<file path="config.mk">
export PLATFORM = sky130hd
export DESIGN_NAME = tod_alarm_timer
export DESIGN_NICKNAME = d
export VERILOG_FILES = /design/src/rtl/todc_pkg.sv /design/src/rtl/todc_ctrl.sv /design/src/rtl/todc_dp.sv /design/src/rtl/tod_alarm_timer.sv
export SDC_FILE = /design/constraint.sdc
export NUM_CORES = 1
export LEC_CHECK = 0
export ABC_AREA = 1
export BUFFER_PORTS_ARGS = -buffer_cell sky130_fd_sc_hd__buf_2
export CAP_MARGIN = 25
export CORE_MARGIN = 2
export CORE_UTILIZATION = 30
export DETAILED_ROUTE_END_ITERATION = 12
export GPL_ROUTABILITY_DRIVEN = 0
export PLACE_DENSITY = 0.47
export REMOVE_ABC_BUFFERS = 1
export SKIP_LAST_GASP = 1
export SYNTH_ARGS = -nofsm -noshare
export SYNTH_HDL_FRONTEND = slang
export SYNTH_SLANG_ARGS = --single-unit
</file>
<file path="constraint.sdc">
create_clock -name clk -period 5.9 [get_ports clk]
set_input_delay 0.295 -clock clk [delete_from_list [all_inputs] [get_ports clk]]
set_output_delay 0.295 -clock clk [all_outputs]
set_load 0.05 [all_outputs]
</file>
<file path="src/rtl/todc_pkg.sv">
package todc_pkg;
  localparam int ADDR_W = 2;
  localparam logic [ADDR_W-1:0] ADDR_COUNT = 2'd0;
  localparam logic [ADDR_W-1:0] ADDR_CMP   = 2'd1;
  localparam logic [ADDR_W-1:0] ADDR_CLEAR = 2'd2;

  typedef struct packed {
    logic ldCnt;
    logic ldCmp;
    logic clrAlarm;
    logic tick;
    logic rdCnt;
    logic rdCmp;
    logic rdAny;
  } todcStrobe_t;
endpackage

</file>
<file path="src/rtl/todc_ctrl.sv">
module todc_ctrl
  import todc_pkg::*;
#(
  parameter int TICK_DIV = 50
) (
  input  logic              clk,
  input  logic              rstN,
  input  logic              wrEn,
  input  logic              rdEn,
  input  logic [ADDR_W-1:0] addr,
  output todcStrobe_t       strb
);
  localparam int PRE_W = (TICK_DIV > 1) ? $clog2(TICK_DIV) : 1;

  logic tickRaw;

  // Register decode
  always_comb begin
    strb          = '0;
    strb.ldCnt    = wrEn && (addr == ADDR_COUNT);
    strb.ldCmp    = wrEn && (addr == ADDR_CMP);
    strb.clrAlarm = wrEn && (addr == ADDR_CLEAR);
    strb.rdCnt    = rdEn && (addr == ADDR_COUNT);
    strb.rdCmp    = rdEn && (addr == ADDR_CMP);
    strb.rdAny    = rdEn;
    strb.tick     = tickRaw;
  end

  // Tick prescaler: restarts on a counter load so the first tick follows
  // a full period after the new value.
  generate
    if (TICK_DIV > 1) begin : g_div
      logic [PRE_W-1:0] presc;
      always_ff @(posedge clk or negedge rstN) begin
        if (!rstN)
          presc <= '0;
        else if (strb.ldCnt || tickRaw)
          presc <= '0;
        else
          presc <= presc + 1'b1;
      end
      assign tickRaw = (presc == PRE_W'(TICK_DIV - 1));

      // two ticks are never adjacent when dividing
      p_tick_gap_r3: assert property (@(posedge clk) disable iff (!rstN)
        tickRaw |=> !tickRaw);
    end else begin : g_nodiv
      assign tickRaw = 1'b1;
    end
  endgenerate

  // at most one write target is selected per cycle
  p_wr_onehot_r4: assert property (@(posedge clk) disable iff (!rstN)
    $onehot0({strb.ldCnt, strb.ldCmp, strb.clrAlarm}));
endmodule

</file>
<file path="src/rtl/todc_dp.sv">
module todc_dp
  import todc_pkg::*;
#(
  parameter int               CNT_W = 64,
  parameter logic [CNT_W-1:0] STEP  = CNT_W'(4096)
) (
  input  logic             clk,
  input  logic             rstN,
  input  todcStrobe_t      strb,
  input  logic [CNT_W-1:0] wrData,
  output logic [CNT_W-1:0] rdData,
  output logic             rdValid,
  output logic             alarm
);
  logic [CNT_W-1:0] cnt;
  logic [CNT_W-1:0] cmpVal;
  logic [CNT_W-1:0] lastRead;
  logic             haveLast;
  logic [CNT_W-1:0] retVal;
  logic             reached;

  // Time-of-day count
  always_ff @(posedge clk or negedge rstN) begin
    if (!rstN)
      cnt <= '0;
    else if (strb.ldCnt)
      cnt <= wrData;
    else if (strb.tick)
      cnt <= cnt + STEP;
  end

  // Comparator register
  always_ff @(posedge clk or negedge rstN) begin
    if (!rstN)
      cmpVal <= '1;
    else if (strb.ldCmp)
      cmpVal <= wrData;
  end

  assign reached = (cnt >= cmpVal);

  // Sticky alarm
  always_ff @(posedge clk or negedge rstN) begin
    if (!rstN)
      alarm <= 1'b0;
    else if (strb.ldCmp || strb.clrAlarm)
      alarm <= 1'b0;
    else if (reached)
      alarm <= 1'b1;
  end

  // Unique read value: bump past the last returned value while the
  // count has not moved since then.
  assign retVal = haveLast ? (lastRead + 1'b1) : cnt;

  always_ff @(posedge clk or negedge rstN) begin
    if (!rstN) begin
      haveLast <= 1'b0;
      lastRead <= '0;
    end else if (strb.ldCnt || strb.tick) begin
      haveLast <= 1'b0;
    end else if (strb.rdCnt) begin
      haveLast <= 1'b1;
      lastRead <= retVal;
    end
  end

  // Read port
  always_ff @(posedge clk or negedge rstN) begin
    if (!rstN) begin
      rdData  <= '0;
      rdValid <= 1'b0;
    end else begin
      rdValid <= strb.rdAny;
      if (strb.rdCnt)
        rdData <= retVal;
      else if (strb.rdCmp)
        rdData <= cmpVal;
      else if (strb.rdAny)
        rdData <= '0;
    end
  end

  // a tick without load advances by exactly one step (modulo, R9)
  p_tick_step_r3: assert property (@(posedge clk) disable iff (!rstN)
    (strb.tick && !strb.ldCnt) |=> (cnt == $past(cnt) + STEP));

  // count holds between ticks
  p_hold_r3: assert property (@(posedge clk) disable iff (!rstN)
    (!strb.tick && !strb.ldCnt) |=> $stable(cnt));

  // a load wins over a coincident tick
  p_load_r2: assert property (@(posedge clk) disable iff (!rstN)
    strb.ldCnt |=> (cnt == $past(wrData)));

  // a repeated read within a tick never repeats a value
  p_unique_r5: assert property (@(posedge clk) disable iff (!rstN)
    (strb.rdCnt && haveLast) |=> (rdData != $past(lastRead)));

  // reaching the comparator raises the alarm next cycle
  p_alarm_set_r6: assert property (@(posedge clk) disable iff (!rstN)
    (reached && !strb.ldCmp && !strb.clrAlarm) |=> alarm);

  // the alarm is sticky
  p_alarm_sticky_r6: assert property (@(posedge clk) disable iff (!rstN)
    (alarm && !strb.ldCmp && !strb.clrAlarm) |=> alarm);

  // clearing takes effect at the edge
  p_alarm_clr_r7: assert property (@(posedge clk) disable iff (!rstN)
    (strb.ldCmp || strb.clrAlarm) |=> !alarm);
endmodule

</file>
<file path="src/rtl/tod_alarm_timer.sv">
module tod_alarm_timer
  import todc_pkg::*;
#(
  parameter int               CNT_W    = 64,
  parameter int               TICK_DIV = 50,
  parameter logic [CNT_W-1:0] STEP     = CNT_W'(4096)
) (
  input  logic             clk,
  input  logic             rstN,
  input  logic             wrEn,
  input  logic             rdEn,
  input  logic [1:0]       addr,
  input  logic [CNT_W-1:0] wrData,
  output logic [CNT_W-1:0] rdData,
  output logic             rdValid,
  output logic             alarm
);
  todcStrobe_t strb;

  todc_ctrl #(.TICK_DIV(TICK_DIV)) ctrl_i (
    .clk  (clk),
    .rstN (rstN),
    .wrEn (wrEn),
    .rdEn (rdEn),
    .addr (addr),
    .strb (strb)
  );

  todc_dp #(.CNT_W(CNT_W), .STEP(STEP)) dp_i (
    .clk     (clk),
    .rstN    (rstN),
    .strb    (strb),
    .wrData  (wrData),
    .rdData  (rdData),
    .rdValid (rdValid),
    .alarm   (alarm)
  );
endmodule

</file>
======== After elaboration in Yosys (flattened, before gate mapping) ========
Index checks and enable logic that the tools add are counted.
storage, ports and cells
  flip-flop bits (word level) ............. 265
  bits in latches ......................... 0
  bits in writable memories ............... 0
  memory bits (read-only) ................. 0
  input port bits ......................... 70
  output and inout bits ................... 66
  logic and storage cells ................. 40
  memories ................................ 0
operators by class
  $add $sub $neg .......................... 3
  $mul .................................... 0
  div/mod/pow operators ................... 0
  $lt $le $gt $ge ......................... 1
  equal/unequal tests ..................... 3
  shift operators ......................... 0
  muxes and demuxes ....................... 11
  bitwise gates (word level) .............. 1
  reduce and logical (&&, ||, !) cells .... 13
operator list
  operator                                                          count
  64-bit two-way mux                                                6
  64-bit by 1-bit adder with 64-bit output, second input constant   1
  64-bit by 13-bit adder with 64-bit output, second input constant  1
  64-bit greater-or-equal comparator                                1
  6-bit by 1-bit adder with 6-bit output, second input constant     1
  6-bit == test, second input constant                              1
  6-bit two-way mux                                                 1
  2-bit nonzero test                                                3
  1-bit logical AND                                                 5
  1-bit two-way mux                                                 4
  3-bit nonzero test                                                1
  2-bit by 1-bit == test with 1-bit output, second input constant   1
  2-bit == test, second input constant                              1
  2-bit logical NOT                                                 1
  1-bit logical OR                                                  2
  2-bit AND reduction                                               1
  1-bit inverter                                                    1

======== Longest topological paths before layout ========
  word-level depth ........................ 5
  depth in mapped cells ................... 16
  gate-level depth less buffers ........... 16

======== By module ========
From an unflattened synthesis, not the netlist that was laid out.
unflattened totals
  cell total of the unflattened synthesis .. 2,170
  area total of the unflattened synthesis .. 16,355.7 µm²
modules (own cells, without submodules)
  module     instances  cells each  area each (µm²)  seq. area each (µm²)
  todc_dp    1          2,121       15,962.8         6,561.3
  todc_ctrl  1          49          392.9            150.1

======== Worst setup path before layout ========
OpenSTA, ideal clock, no wires.
  kind .................................... reg2reg
  start ................................... register dp_i.cnt[12]
  end ..................................... register dp_i.cnt[40]
  setup time .............................. 0.118 ns
  data arrival time ....................... 1.733 ns
  data required time ...................... 5.782 ns
  path slack .............................. 4.049 ns
  stages on the path, launching flop included .. 12
  path buffers ............................ 1
  period minus slack after synthesis ...... 1.851 ns
  cell sequence ........................... dfrtp_1 -> ha_1 -> buf_2 -> nand3_2 -> nor2_4 -> inv_2 -> nor2_4 -> nand2_2 -> nor2_4 -> nand4_4 -> xor2_1 -> a21o_1
on the way
  cells in the longest elaborated chain, start to end .. 3
RTL lines
  element                                    RTL line       source
  from (decl)                                todc_dp.sv:15  logic [CNT_W-1:0] cnt;
  from (signal assigned)                     todc_dp.sv:27  cnt <= wrData;
  from (signal assigned)                     todc_dp.sv:29  cnt <= cnt + STEP;
  64-bit by 13-bit adder with 64-bit output  todc_dp.sv:29
  64-bit two-way mux                         todc_dp.sv:28  else if (strb.tick)
  64-bit two-way mux                         todc_dp.sv:26  else if (strb.ldCnt)
Every way passes these cells. The select of a mux whose other input is x is not followed.
A chain may end at the register's enable or synchronous reset.

======== Final worst setup path ========
  start ................................... input port rdEn
  end ..................................... register dp_i.lastRead[52]
on the way
  cells in the longest elaborated chain, start to end .. 2
RTL lines
  element                        RTL line               source
  from (decl)                    tod_alarm_timer.sv:11  input logic rdEn,
  1-bit logical AND              todc_ctrl.sv:23        strb.rdCnt = rdEn && (addr == ADDR_COUNT);
  2-bit AND reduction (no line)  -
  to (signal assigned)           todc_dp.sv:64          lastRead <= retVal;
  to (decl)                      todc_dp.sv:17          logic [CNT_W-1:0] lastRead;
Every way passes these cells.

==> run metrics <==
final setup margin 2.84 ns; syn avg cell area around 7.4 um2; sw frac 0.384; CTS tree built; RSZ-0062 raised after global routing false; DRT iter0 DRCs 1282; Sequential Power Share 0.402; worst path arrival time 3.51 ns; switching pwr 2620 uW; clock latency on the worst-skew pair about 0.55 ns; GRT overflow 0; Wirelength per Cell 19.5 um; final hold viol count 0; leakage power 0.00884 uW; outcome complete, no violations; Die H 239 um; P_int ~4200 uW; die area ~57000 um2; post-CTS setup buffer count 0; num ports 136; TritonRoute pass-1 iters 7; most frequent cells in the layout 632 x nand2_1, 280 x inv_1, 200 x dfrtp_1, 157 x nor2_1, 142 x nand3_1; worst min path class in2reg; first-pass GRT wire length 92000 um; met1 wire length 28000 um; commonest non-fill, non-tap cell in the layout nand2_1; logic gate share of total power 0.281; maximum VDD drop 0.144 mV; final setup fails 0; dpl cell area 18000 um2; setup_tns 0 ns; Post-DRT Antenna Nets 0; Area Overhead vs Synth 16.3%; vias in the first global route ~15000; Via density about 5; met2 WL post-DR ~27000 um; fin crit period 3.06 ns; CTS Root Cell clkbuf_16; pin count of the biggest net entering global routing 123; Yosys cell types 46; worst slew pin tran 0.931 ns; Worst Path Max Fanout 84; yosys warns 0; Rows between 80 and 90; Clock Skew 0.0243 ns; post-synth top area share 0.304; critical path type in2reg; port bufs 135; Seq/Total Area, Yosys 0.405; Crit. End Element flip-flop; DR WL met3 slightly below 3000 um; Core ar. 54900 um2; post-route insts no fill about 3000; Synth Cell Area approximately 17000 um2; starting density of the core 0.302; Gate Count Post-Synth ~2200; fmax 327 MHz; clock transition at the registers of the reported paths 0.06 ns; Die X 239 um; post-CTS sizing 0; # DRC 0; H-tree depth 2; maxcap violations 0; relative slew slack 0.380; routed wire length 60100 um; HPWL Detailed 45700 um; CTS hold repair buffers 16; highest metal used met4; power per cell area 354 nW/um2; placed cell count 3004; total track usage 0.211; Seq cells post-synth 265; top post-synthesis cells by area dfrtp_1 30%, nand2_1 14%, dfstp_2 10%, inv_1 6.4%, ha_1 5.1%; Clock Path Buffers 3; layout cell share with drive strength beyond 1 0.140; antenna violations before repair 0; clock network fraction of total power 0.317; final worst-path cycle share 0.519; Final Instance Area a little under 20000 um2; dpl ws 2.80 ns; area leader, netlist dfrtp_1; Fin Hold WS 0.0214 ns; CTS buffer count 35; clock sinks 265; Nets 2491; WP data required ~6.4 ns; fin. max-slew vios 0; routed via count around 15000; critical path launch point type input pin; FILL cells 5930
-- registers in the layout, indices dropped and copies added, names as in the netlist --
register	count
ctrl_i.g_div.presc	6
dp_i.alarm	1
dp_i.cmpVal	64
dp_i.cnt	64
dp_i.haveLast	1
dp_i.lastRead	64
dp_i.rdData	64
dp_i.rdValid	1
-- cells by family after synthesis --
| group | synth area share |
|---|---|
| flops | 0.405 |
| fa+ha+maj | 0.0514 |
| xor+xnor | 0.0339 |
| compound gates | 0.133 |
| buf+inv | 0.0873 |
| simple gates | 0.290 |
-- metrics by stage --
| stage | total power [uW] | utilization |
|---|---|---|
| after global routing | 7260 | 0.351 |
| after detailed placement | 4670 | 0.327 |
| after floorplan | 3970 | - |
| final | 6820 | 0.351 |
| after global placement | 4640 | 0.327 |
| after CTS | 6890 | 0.351 |
-- area by class of cell --
| cell class | count | area (um2) | area share |
|---|---|---|---|
| multi-input cells | 1591 | 8430 | 0.438 |
| flip-flops and latches | 265 | 6710 | 0.349 |
| inverters | 294 | 1100 | 0.0573 |
| clock buffers | 56 | 1030 | 0.0533 |
| repair buffers | 166 | 991 | 0.0515 |
| well taps | 704 | 881 | 0.0457 |
| clock inverters | 7 | 114 | 0.00591 |
| diodes | 1 | 2.50 | 0.000130 |
-- power groups by stage --
| stage | Clock [uW] | Combinational, uW | Sequential [uW] |
|---|---|---|---|
| final | 2160 | 1910 | 2740 |
| after global routing | 2300 | 2150 | 2800 |
| after CTS | 2230 | 1930 | 2740 |
| after detailed placement | 0 | 1910 | 2760 |
| after global placement | 0 | 1880 | 2750 |
| after floorplan | 0 | 1100 | 2870 |
-- cell usage after synthesis (all sizes together) --
cell      n
a21o      2
a21oi    49
a221o     1
a22oi     1
a31oi     3
and3      1
and3b     1
buf      21
clkbuf   61
dfrtp   201
dfstp    64
ha       68
inv     294
nand2   643
nand3   149
nand3b    4
nand4    47
nor2    183
nor3     59
nor3b     1
nor4      1
o211ai   78
o21a      4
o21ai   177
o21bai   10
o221ai   34
o22ai     4
or2       7
xnor2    19
xor2     45
-- layer usage --
metal  vias up  global-route usage
li1       7565                   -
met1      7403               0.292
met2       423               0.338
met3        92              0.0314
met4         0              0.0689
met5         -                   0
-- final timing paths --
check / endpoint / depth (start not counted) / from / slack [ns]
worst max-delay path: dp_i.lastRead[52]$_DFFE_PN0P_ / 11 / rdEn / 2.84
worst min-delay path: dp_i.cmpVal[15]$_DFFE_PN1P_ / 3 / wrData[15] / 0.02
worst max register to register: dp_i.lastRead[52]$_DFFE_PN0P_ / 10 / ctrl_i.g_div.presc[0]$_DFF_PN0_ / 2.96
worst min register to register: dp_i.cmpVal[39]$_DFFE_PN1P_ / 2 / dp_i.cmpVal[39]$_DFFE_PN1P_ / 0.49
max in group asynchronous: dp_i.rdData[31]$_DFFE_PN0P_ / 3 / rstN / 4.15
min in group asynchronous: dp_i.cnt[4]$_DFFE_PN0P_ / 2 / rstN / 0.32
-- worst max-delay path, cell delays in order --
cell	delay, ns
dlygate4sd3_1	0.52
buf_2	0.13
inv_2	0.03
buf_4	0.24
nor2_4	0.14
buf_4	0.54
inv_2	0.39
nor2_4	0.20
buf_4	0.67
o211ai_1	0.18
o21ai_1	0.14
Power figures use the tool's default switching activity.
